[src/rtl/gpio_pkg.sv]
package gpio_pkg;
  localparam int FSEL_W = 3;

  typedef enum logic [FSEL_W-1:0] {
    FN_IN   = 3'd0,
    FN_OUT  = 3'd1,
    FN_ALT0 = 3'd2,
    FN_ALT1 = 3'd3,
    FN_ALT2 = 3'd4,
    FN_ALT3 = 3'd5,
    FN_ALT4 = 3'd6,
    FN_ALT5 = 3'd7
  } pin_fn_e;

  // word indices (byte offset / 4) of each register group
  localparam int WORD_FSEL = 0;
  localparam int WORD_SET  = 7;
  localparam int WORD_CLR  = 10;
  localparam int WORD_LEV  = 13;
endpackage

[src/rtl/gpio_sync.sv]
module gpio_sync #(
  parameter int W = 54
) (
  input  logic         clk,
  input  logic         rst_n,
  input  logic [W-1:0] d,
  output logic [W-1:0] q
);
  logic [W-1:0] stage1;

  always_ff @(posedge clk or negedge rst_n) begin
    if (!rst_n) begin
      stage1 <= '0;
      q      <= '0;
    end else begin
      stage1 <= d;
      q      <= stage1;
    end
  end
endmodule

[src/rtl/gpio_fsel_regs.sv]
module gpio_fsel_regs #(
  parameter int NUM_PINS      = 54,
  parameter int PINS_PER_WORD = 10,
  parameter int FSEL_W        = 3,
  parameter int DATA_W        = 32,
  parameter int WORD_W        = 6
) (
  input  logic                       clk,
  input  logic                       rst_n,
  input  logic                       wr_en,
  input  logic [WORD_W-1:0]          wr_idx,
  input  logic [DATA_W-1:0]          wdata,
  input  logic [WORD_W-1:0]          rd_idx,
  output logic [DATA_W-1:0]          rd_word,
  output logic [NUM_PINS*FSEL_W-1:0] fsel_flat
);
  localparam int USED_W = PINS_PER_WORD * FSEL_W;

  logic [NUM_PINS*FSEL_W-1:0] fsel_q;
  logic unused_hi;
  assign unused_hi = ^wdata[DATA_W-1:USED_W];

  always_ff @(posedge clk or negedge rst_n) begin
    if (!rst_n) begin
      fsel_q <= '0;
    end else if (wr_en) begin
      for (int p = 0; p < NUM_PINS; p++) begin
        if (wr_idx == WORD_W'(p / PINS_PER_WORD))
          fsel_q[p*FSEL_W +: FSEL_W] <= wdata[(p % PINS_PER_WORD)*FSEL_W +: FSEL_W];
      end
    end
  end

  always_comb begin
    rd_word = '0;
    for (int p = 0; p < NUM_PINS; p++) begin
      if (rd_idx == WORD_W'(p / PINS_PER_WORD))
        rd_word[(p % PINS_PER_WORD)*FSEL_W +: FSEL_W] = fsel_q[p*FSEL_W +: FSEL_W];
    end
  end

  assign fsel_flat = fsel_q;
endmodule

[src/rtl/gpio_out_latch.sv]
module gpio_out_latch #(
  parameter int NUM_PINS = 54,
  parameter int DATA_W   = 32,
  parameter int BANK_W   = 1
) (
  input  logic                clk,
  input  logic                rst_n,
  input  logic                set_en,
  input  logic                clr_en,
  input  logic [BANK_W-1:0]   bank,
  input  logic [DATA_W-1:0]   wdata,
  output logic [NUM_PINS-1:0] latch
);
  always_ff @(posedge clk or negedge rst_n) begin
    if (!rst_n) begin
      latch <= '0;
    end else begin
      for (int p = 0; p < NUM_PINS; p++) begin
        if (bank == BANK_W'(p / DATA_W) && wdata[p % DATA_W]) begin
          if (set_en)
            latch[p] <= 1'b1;
          else if (clr_en)
            latch[p] <= 1'b0;
        end
      end
    end
  end
endmodule

[src/rtl/gpio_pinmux_core.sv]
module gpio_pinmux_core
  import gpio_pkg::*;
#(
  parameter int NUM_PINS      = 54,
  parameter int DATA_W        = 32,
  parameter int ADDR_W        = 8,
  parameter int PINS_PER_WORD = 10
) (
  input  logic                       clk,
  input  logic                       rst_n,
  input  logic                       req_valid,
  output logic                       req_ready,
  input  logic                       req_write,
  input  logic [ADDR_W-1:0]          req_addr,
  input  logic [DATA_W-1:0]          req_wdata,
  output logic                       rsp_valid,
  input  logic                       rsp_ready,
  output logic [DATA_W-1:0]          rsp_rdata,
  input  logic [NUM_PINS-1:0]        pad_in,
  output logic [NUM_PINS-1:0]        pad_out,
  output logic [NUM_PINS-1:0]        pad_oe,
  output logic [NUM_PINS*FSEL_W-1:0] pin_fsel
);
  localparam int WORD_W     = ADDR_W - 2;
  localparam int NUM_BANKS  = (NUM_PINS + DATA_W - 1) / DATA_W;
  localparam int BANK_W     = (NUM_BANKS > 1) ? $clog2(NUM_BANKS) : 1;
  localparam int FSEL_WORDS = (NUM_PINS + PINS_PER_WORD - 1) / PINS_PER_WORD;

  logic              accept;
  logic              aligned;
  logic [WORD_W-1:0] word;
  logic              hit_fsel, hit_set, hit_clr, hit_lev;
  logic [WORD_W-1:0] set_off, clr_off, lev_off;
  logic [BANK_W-1:0] wr_bank;
  logic [DATA_W-1:0] fsel_rd, rd_mux;
  logic [NUM_PINS-1:0] level;
  logic [NUM_BANKS*DATA_W-1:0] level_ext;

  assign req_ready = !rsp_valid || rsp_ready;
  assign accept    = req_valid && req_ready;
  assign aligned   = (req_addr[1:0] == 2'b00);
  assign word      = req_addr[ADDR_W-1:2];

  assign set_off = word - WORD_W'(WORD_SET);
  assign clr_off = word - WORD_W'(WORD_CLR);
  assign lev_off = word - WORD_W'(WORD_LEV);

  assign hit_fsel = aligned && (word < WORD_W'(WORD_FSEL + FSEL_WORDS));
  assign hit_set  = aligned && (word >= WORD_W'(WORD_SET)) && (set_off < WORD_W'(NUM_BANKS));
  assign hit_clr  = aligned && (word >= WORD_W'(WORD_CLR)) && (clr_off < WORD_W'(NUM_BANKS));
  assign hit_lev  = aligned && (word >= WORD_W'(WORD_LEV)) && (lev_off < WORD_W'(NUM_BANKS));
  assign wr_bank  = hit_set ? set_off[BANK_W-1:0] : clr_off[BANK_W-1:0];

  gpio_sync #(.W(NUM_PINS)) u_sync (
    .clk   (clk),
    .rst_n (rst_n),
    .d     (pad_in),
    .q     (level)
  );

  gpio_fsel_regs #(
    .NUM_PINS      (NUM_PINS),
    .PINS_PER_WORD (PINS_PER_WORD),
    .FSEL_W        (FSEL_W),
    .DATA_W        (DATA_W),
    .WORD_W        (WORD_W)
  ) u_fsel (
    .clk       (clk),
    .rst_n     (rst_n),
    .wr_en     (accept && req_write && hit_fsel),
    .wr_idx    (word),
    .wdata     (req_wdata),
    .rd_idx    (word),
    .rd_word   (fsel_rd),
    .fsel_flat (pin_fsel)
  );

  gpio_out_latch #(
    .NUM_PINS (NUM_PINS),
    .DATA_W   (DATA_W),
    .BANK_W   (BANK_W)
  ) u_latch (
    .clk    (clk),
    .rst_n  (rst_n),
    .set_en (accept && req_write && hit_set),
    .clr_en (accept && req_write && hit_clr),
    .bank   (wr_bank),
    .wdata  (req_wdata),
    .latch  (pad_out)
  );

  // output driver is enabled only for the GPIO output code
  for (genvar p = 0; p < NUM_PINS; p++) begin : g_oe
    assign pad_oe[p] = (pin_fsel[p*FSEL_W +: FSEL_W] == FN_OUT);
  end

  always_comb begin
    level_ext = '0;
    level_ext[NUM_PINS-1:0] = level;
  end

  always_comb begin
    rd_mux = '0;
    if (hit_fsel)
      rd_mux = fsel_rd;
    else if (hit_lev)
      rd_mux = level_ext[lev_off[BANK_W-1:0]*DATA_W +: DATA_W];
  end

  always_ff @(posedge clk or negedge rst_n) begin
    if (!rst_n) begin
      rsp_valid <= 1'b0;
      rsp_rdata <= '0;
    end else if (accept) begin
      rsp_valid <= 1'b1;
      rsp_rdata <= req_write ? '0 : rd_mux;
    end else if (rsp_ready) begin
      rsp_valid <= 1'b0;
    end
  end
endmodule

[config.mk]
export PLATFORM = sky130hd
export DESIGN_NAME = gpio_pinmux_core
export DESIGN_NICKNAME = d
export VERILOG_FILES = /design/src/rtl/gpio_pkg.sv /design/src/rtl/gpio_sync.sv /design/src/rtl/gpio_fsel_regs.sv /design/src/rtl/gpio_out_latch.sv /design/src/rtl/gpio_pinmux_core.sv
export SDC_FILE = /design/constraint.sdc
export NUM_CORES = 1
export LEC_CHECK = 0
export ABC_CLOCK_PERIOD_IN_PS = 2700
export BUFFER_PORTS_ARGS = -buffer_cell sky130_fd_sc_hd__buf_2
export CORE_ASPECT_RATIO = 0.8
export CORE_MARGIN = 5
export CORE_UTILIZATION = 40
export DETAILED_ROUTE_END_ITERATION = 8
export GPL_ROUTABILITY_DRIVEN = 0
export GPL_TIMING_DRIVEN = 0
export PLACE_DENSITY = 0.6
export SKIP_LAST_GASP = 1
export SLEW_MARGIN = 20
export SYNTH_ARGS = -nofsm -noshare
export SYNTH_HDL_FRONTEND = slang
export SYNTH_SLANG_ARGS = --single-unit
[constraint.sdc]
create_clock -name clk -period 2.7 [get_ports clk]
set_clock_uncertainty 0.2 [all_clocks]
set_input_delay 0.405 -clock clk [delete_from_list [all_inputs] [get_ports clk]]
set_output_delay 0.405 -clock clk [all_outputs]
set_load 0.005 [all_outputs]
==> impl_metrics.json <==
{
  "status": "complete, no violations",
  "clk_latency_ps": 540,
  "cts.sinks": 357,
  "arrival_ps": 2760,
  "synth_cells": 1206,
  "via_per_inst": 5.45,
  "ys_async_sr_fraction_pct": 100,
  "worstPathMaxFanout": 10,
  "cts_root_buf": "clkbuf_16",
  "power.switching_w": 0.00282,
  "p_leak_nw": 9.88,
  "slew_headroom_pct": 42.7,
  "drive_above_1_share_pct": 38.4,
  "fmax_ghz": 0.392,
  "num_vias": 12100,
  "pwr-share-clk_pct": 44.8,
  "num-nets-final": 1817,
  "rows": 63,
  "layout_commonest_cell": "buf_2",
  "coreArea_sq_um": 36900,
  "cts_tree": "yes",
  "synth-seq-area-share_pct": 60.1,
  "ctsLongestPathBuffers": 3,
  "syn_avg_cell_area_sq_um": 12.3,
  "placed_cell_area_sq_um": 17500,
  "wire_per_inst_um": 23.2,
  "grt_pass1_wl_um": 77500,
  "r2r_slack_ps": 170,
  "synth_edf_count": 0,
  "end_kind": "flip-flop",
  "ys.warnings.count": 0,
  "worst_slack_ps": 150,
  "drc": 0,
  "ant_nets": 0,
  "design.portCount": 403,
  "seq_power_share_pct": 47.9,
  "synthFlopType": "dfrtp_1",
  "synth_fp_nets": 1313,
  "timing_worst_setup_path_type": "input port to flip-flop",
  "drt_wl_total_um": 51600,
  "die_area_sq_um": 41100,
  "fin_area_sq_um": 19500,
  "syn_to_final_growth_pct": 31.1,
  "min_period_ps": 2550,
  "grt_pass1_vias": 12200,
  "p_per_area_nw_per_um2": 597,
  "fillers": 3255,
  "finalHoldViolCount": 0,
  "setup_viol_count_final": 0,
  "grt_max_degree": 99,
  "cap_violations": 0,
  "grtUsageTotal_pct": 24.5,
  "port_buffers": 389,
  "hp-class": "input port to flip-flop",
  "ys_types": 52,
  "hpwlAfterDp_um": 38600,
  "p_int_w": 0.00882,
  "rsz0062_at_grt": "yes",
  "swShare_pct": 24.2,
  "numCtsBuffers": 39,
  "start_util_pct": 40.3,
  "worstPathRequired_ps": 2910,
  "fp.dieH_um": 182,
  "synth-seq-cells": 357,
  "drt-initial-drc-count": 1029,
  "startpoint_type": "input port",
  "h-tree-depth": 2,
  "die_w_um": 226,
  "peakVddDrop_uv": 415,
  "antenna_found_initial": 1,
  "fin_crit_sh_pct": 94.4,
  "firstDrtPassIters": 5,
  "drv_slew": 0,
  "grt.overflow.total": 0,
  "most-common-layout-cells": "buf_2, dfrtp_1, mux2_2",
  "combPwrFrac_pct": 7.3,
  "pre_cts_ws_ps": -874,
  "clk_pin_slew_ps": 70,
  "tightest_slew_ps": 860,
  "syn_area_sq_um": 14900
}
metrics by stage:
| stage | TNS [ps] | util, % | total power (W) | hold WS [ps] | cells |
|---|---|---|---|---|---|
| 2_1_floorplan | 0 | - | 0.00596 | -90.6 | 1206 |
| 3_3_place_gp | -2108570 | 47.2 | 0.00642 | 134 | 2082 |
| 3_5_place_dp | -44260 | 47.5 | 0.00644 | 135 | 2085 |
| 4_1_cts | 0 | 52.7 | 0.0117 | 4.72 | 2222 |
| 5_1_grt | -36.6 | 52.8 | 0.0121 | 27.4 | 2225 |
| 6_report | 0 | 52.8 | 0.0116 | 16.8 | 2225 |
kinds of logic after synthesis:
family,synth area share (%)
adders and majority gates,0.673
xor gates and xnor gates,0.118
AOI/OAI and AO/OA,13.1
DFF,60.1
and+or+nand+nor,9.06
muxes,13.8
buffers and inverters,3.23
power groups by stage:
| stage | clock network, W | registers (W) | logic (W) |
|---|---|---|---|
| floorplan | 0 | 0.00565 | 0.000307 |
| global route | 0.00553 | 0.00559 | 0.000935 |
| CTS | 0.00531 | 0.00558 | 0.000852 |
| global placement | 0 | 0.00567 | 0.000744 |
| detailed placement | 0 | 0.00568 | 0.000769 |
| finish | 0.00521 | 0.00558 | 0.000849 |
area by class of cell:
type                    count  area (sq um)  share of cell area (%)
multi-input cells         734          5470                    28.0
well taps                 487           609                    3.13
inverters                  16          60.1                   0.308
diodes                      1          2.50                  0.0128
clock inverters            13           159                   0.815
repair buffers            464          2750                    14.1
clock buffers              55          1080                    5.52
flip-flops and latches    357          8930                    45.8
plain buffers              98           430                    2.21
cell usage after synthesis, drive strengths merged, types with 2 or more instances:
cell,number,area (sq um)
dfrtp,357,8930
mux2,162,1820
nand2,101,384
o21ai,70,350
a31oi,58,363
nor3b,51,383
clkbuf,50,188
buf,49,233
a21oi,44,220
nand3,40,200
o22a,32,280
nor3,30,160
mux2i,22,220
a211oi,19,148
a221oi,18,158
inv,16,60.1
a22o,13,114
a22oi,12,90.1
a2bb2oi,11,96.3
ha,8,100
o21a,8,60.1
nand2b,3,18.8
nand3b,3,22.5
nand4,3,18.8
nor2,3,11.3
or3,3,23.8
and2,2,12.5
and3b,2,17.5
nor4,2,33.8
nor4b,2,38.8
worst max-delay path: stages:
cell	delay (ps)
buf_2	140
clkbuf_4	230
inv_1	220
ha_1	180
clkbuf_1	380
nand2_2	240
buf_2	280
o22a_1	260
a221oi_1	290
o21ai_0	120
flip-flops by register name (all words and copies together) (netlist names):
register	cells
rsp_valid	1
u_sync.stage1	54
u_fsel.fsel_flat	162
rsp_rdata	32
u_latch.latch	54
u_sync.q	54
routing by layer:
metal  global-route usage (%)  wire (um)  vias to the layer above
met4                     5.32       1030                        0
li1                         -          -                     5425
met3                     5.39       3880                       60
met5                        0          0                        -
met2                     38.3      23600                      496
met1                     35.4      23100                     6151
worst paths after layout:
kind / endpoint / start / cells past startpoint
setup / recovery: rsp_rdata[20]$_DFFE_PN0P_ / req_addr[2] / 10
max in group asynchronous: u_fsel.fsel_flat[64]$_DFFE_PN0P_ / rst_n / 4
hold reg to reg: u_sync.q[51]$_DFF_PN0_ / u_sync.stage1[51]$_DFF_PN0_ / 0
min in group asynchronous: u_sync.stage1[42]$_DFF_PN0_ / rst_n / 2
hold / removal: u_latch.latch[12]$_DFFE_PN0P_ / req_wdata[12] / 2
setup reg to reg: u_latch.latch[20]$_DFFE_PN0P_ / rsp_valid$_DFFE_PN0P_ / 7
what timing repair did:
item | in CTS | in global routing
pin swaps | 0 | 1
endpoints found under the hold margin | 146 | 0
resized for setup | 7 | 6
setup buffers | 0 | 3
endpoints found under the setup margin | 25 | 29
hold buffers | 69 | 0
No activity file was read; power rests on OpenSTA's default activity.
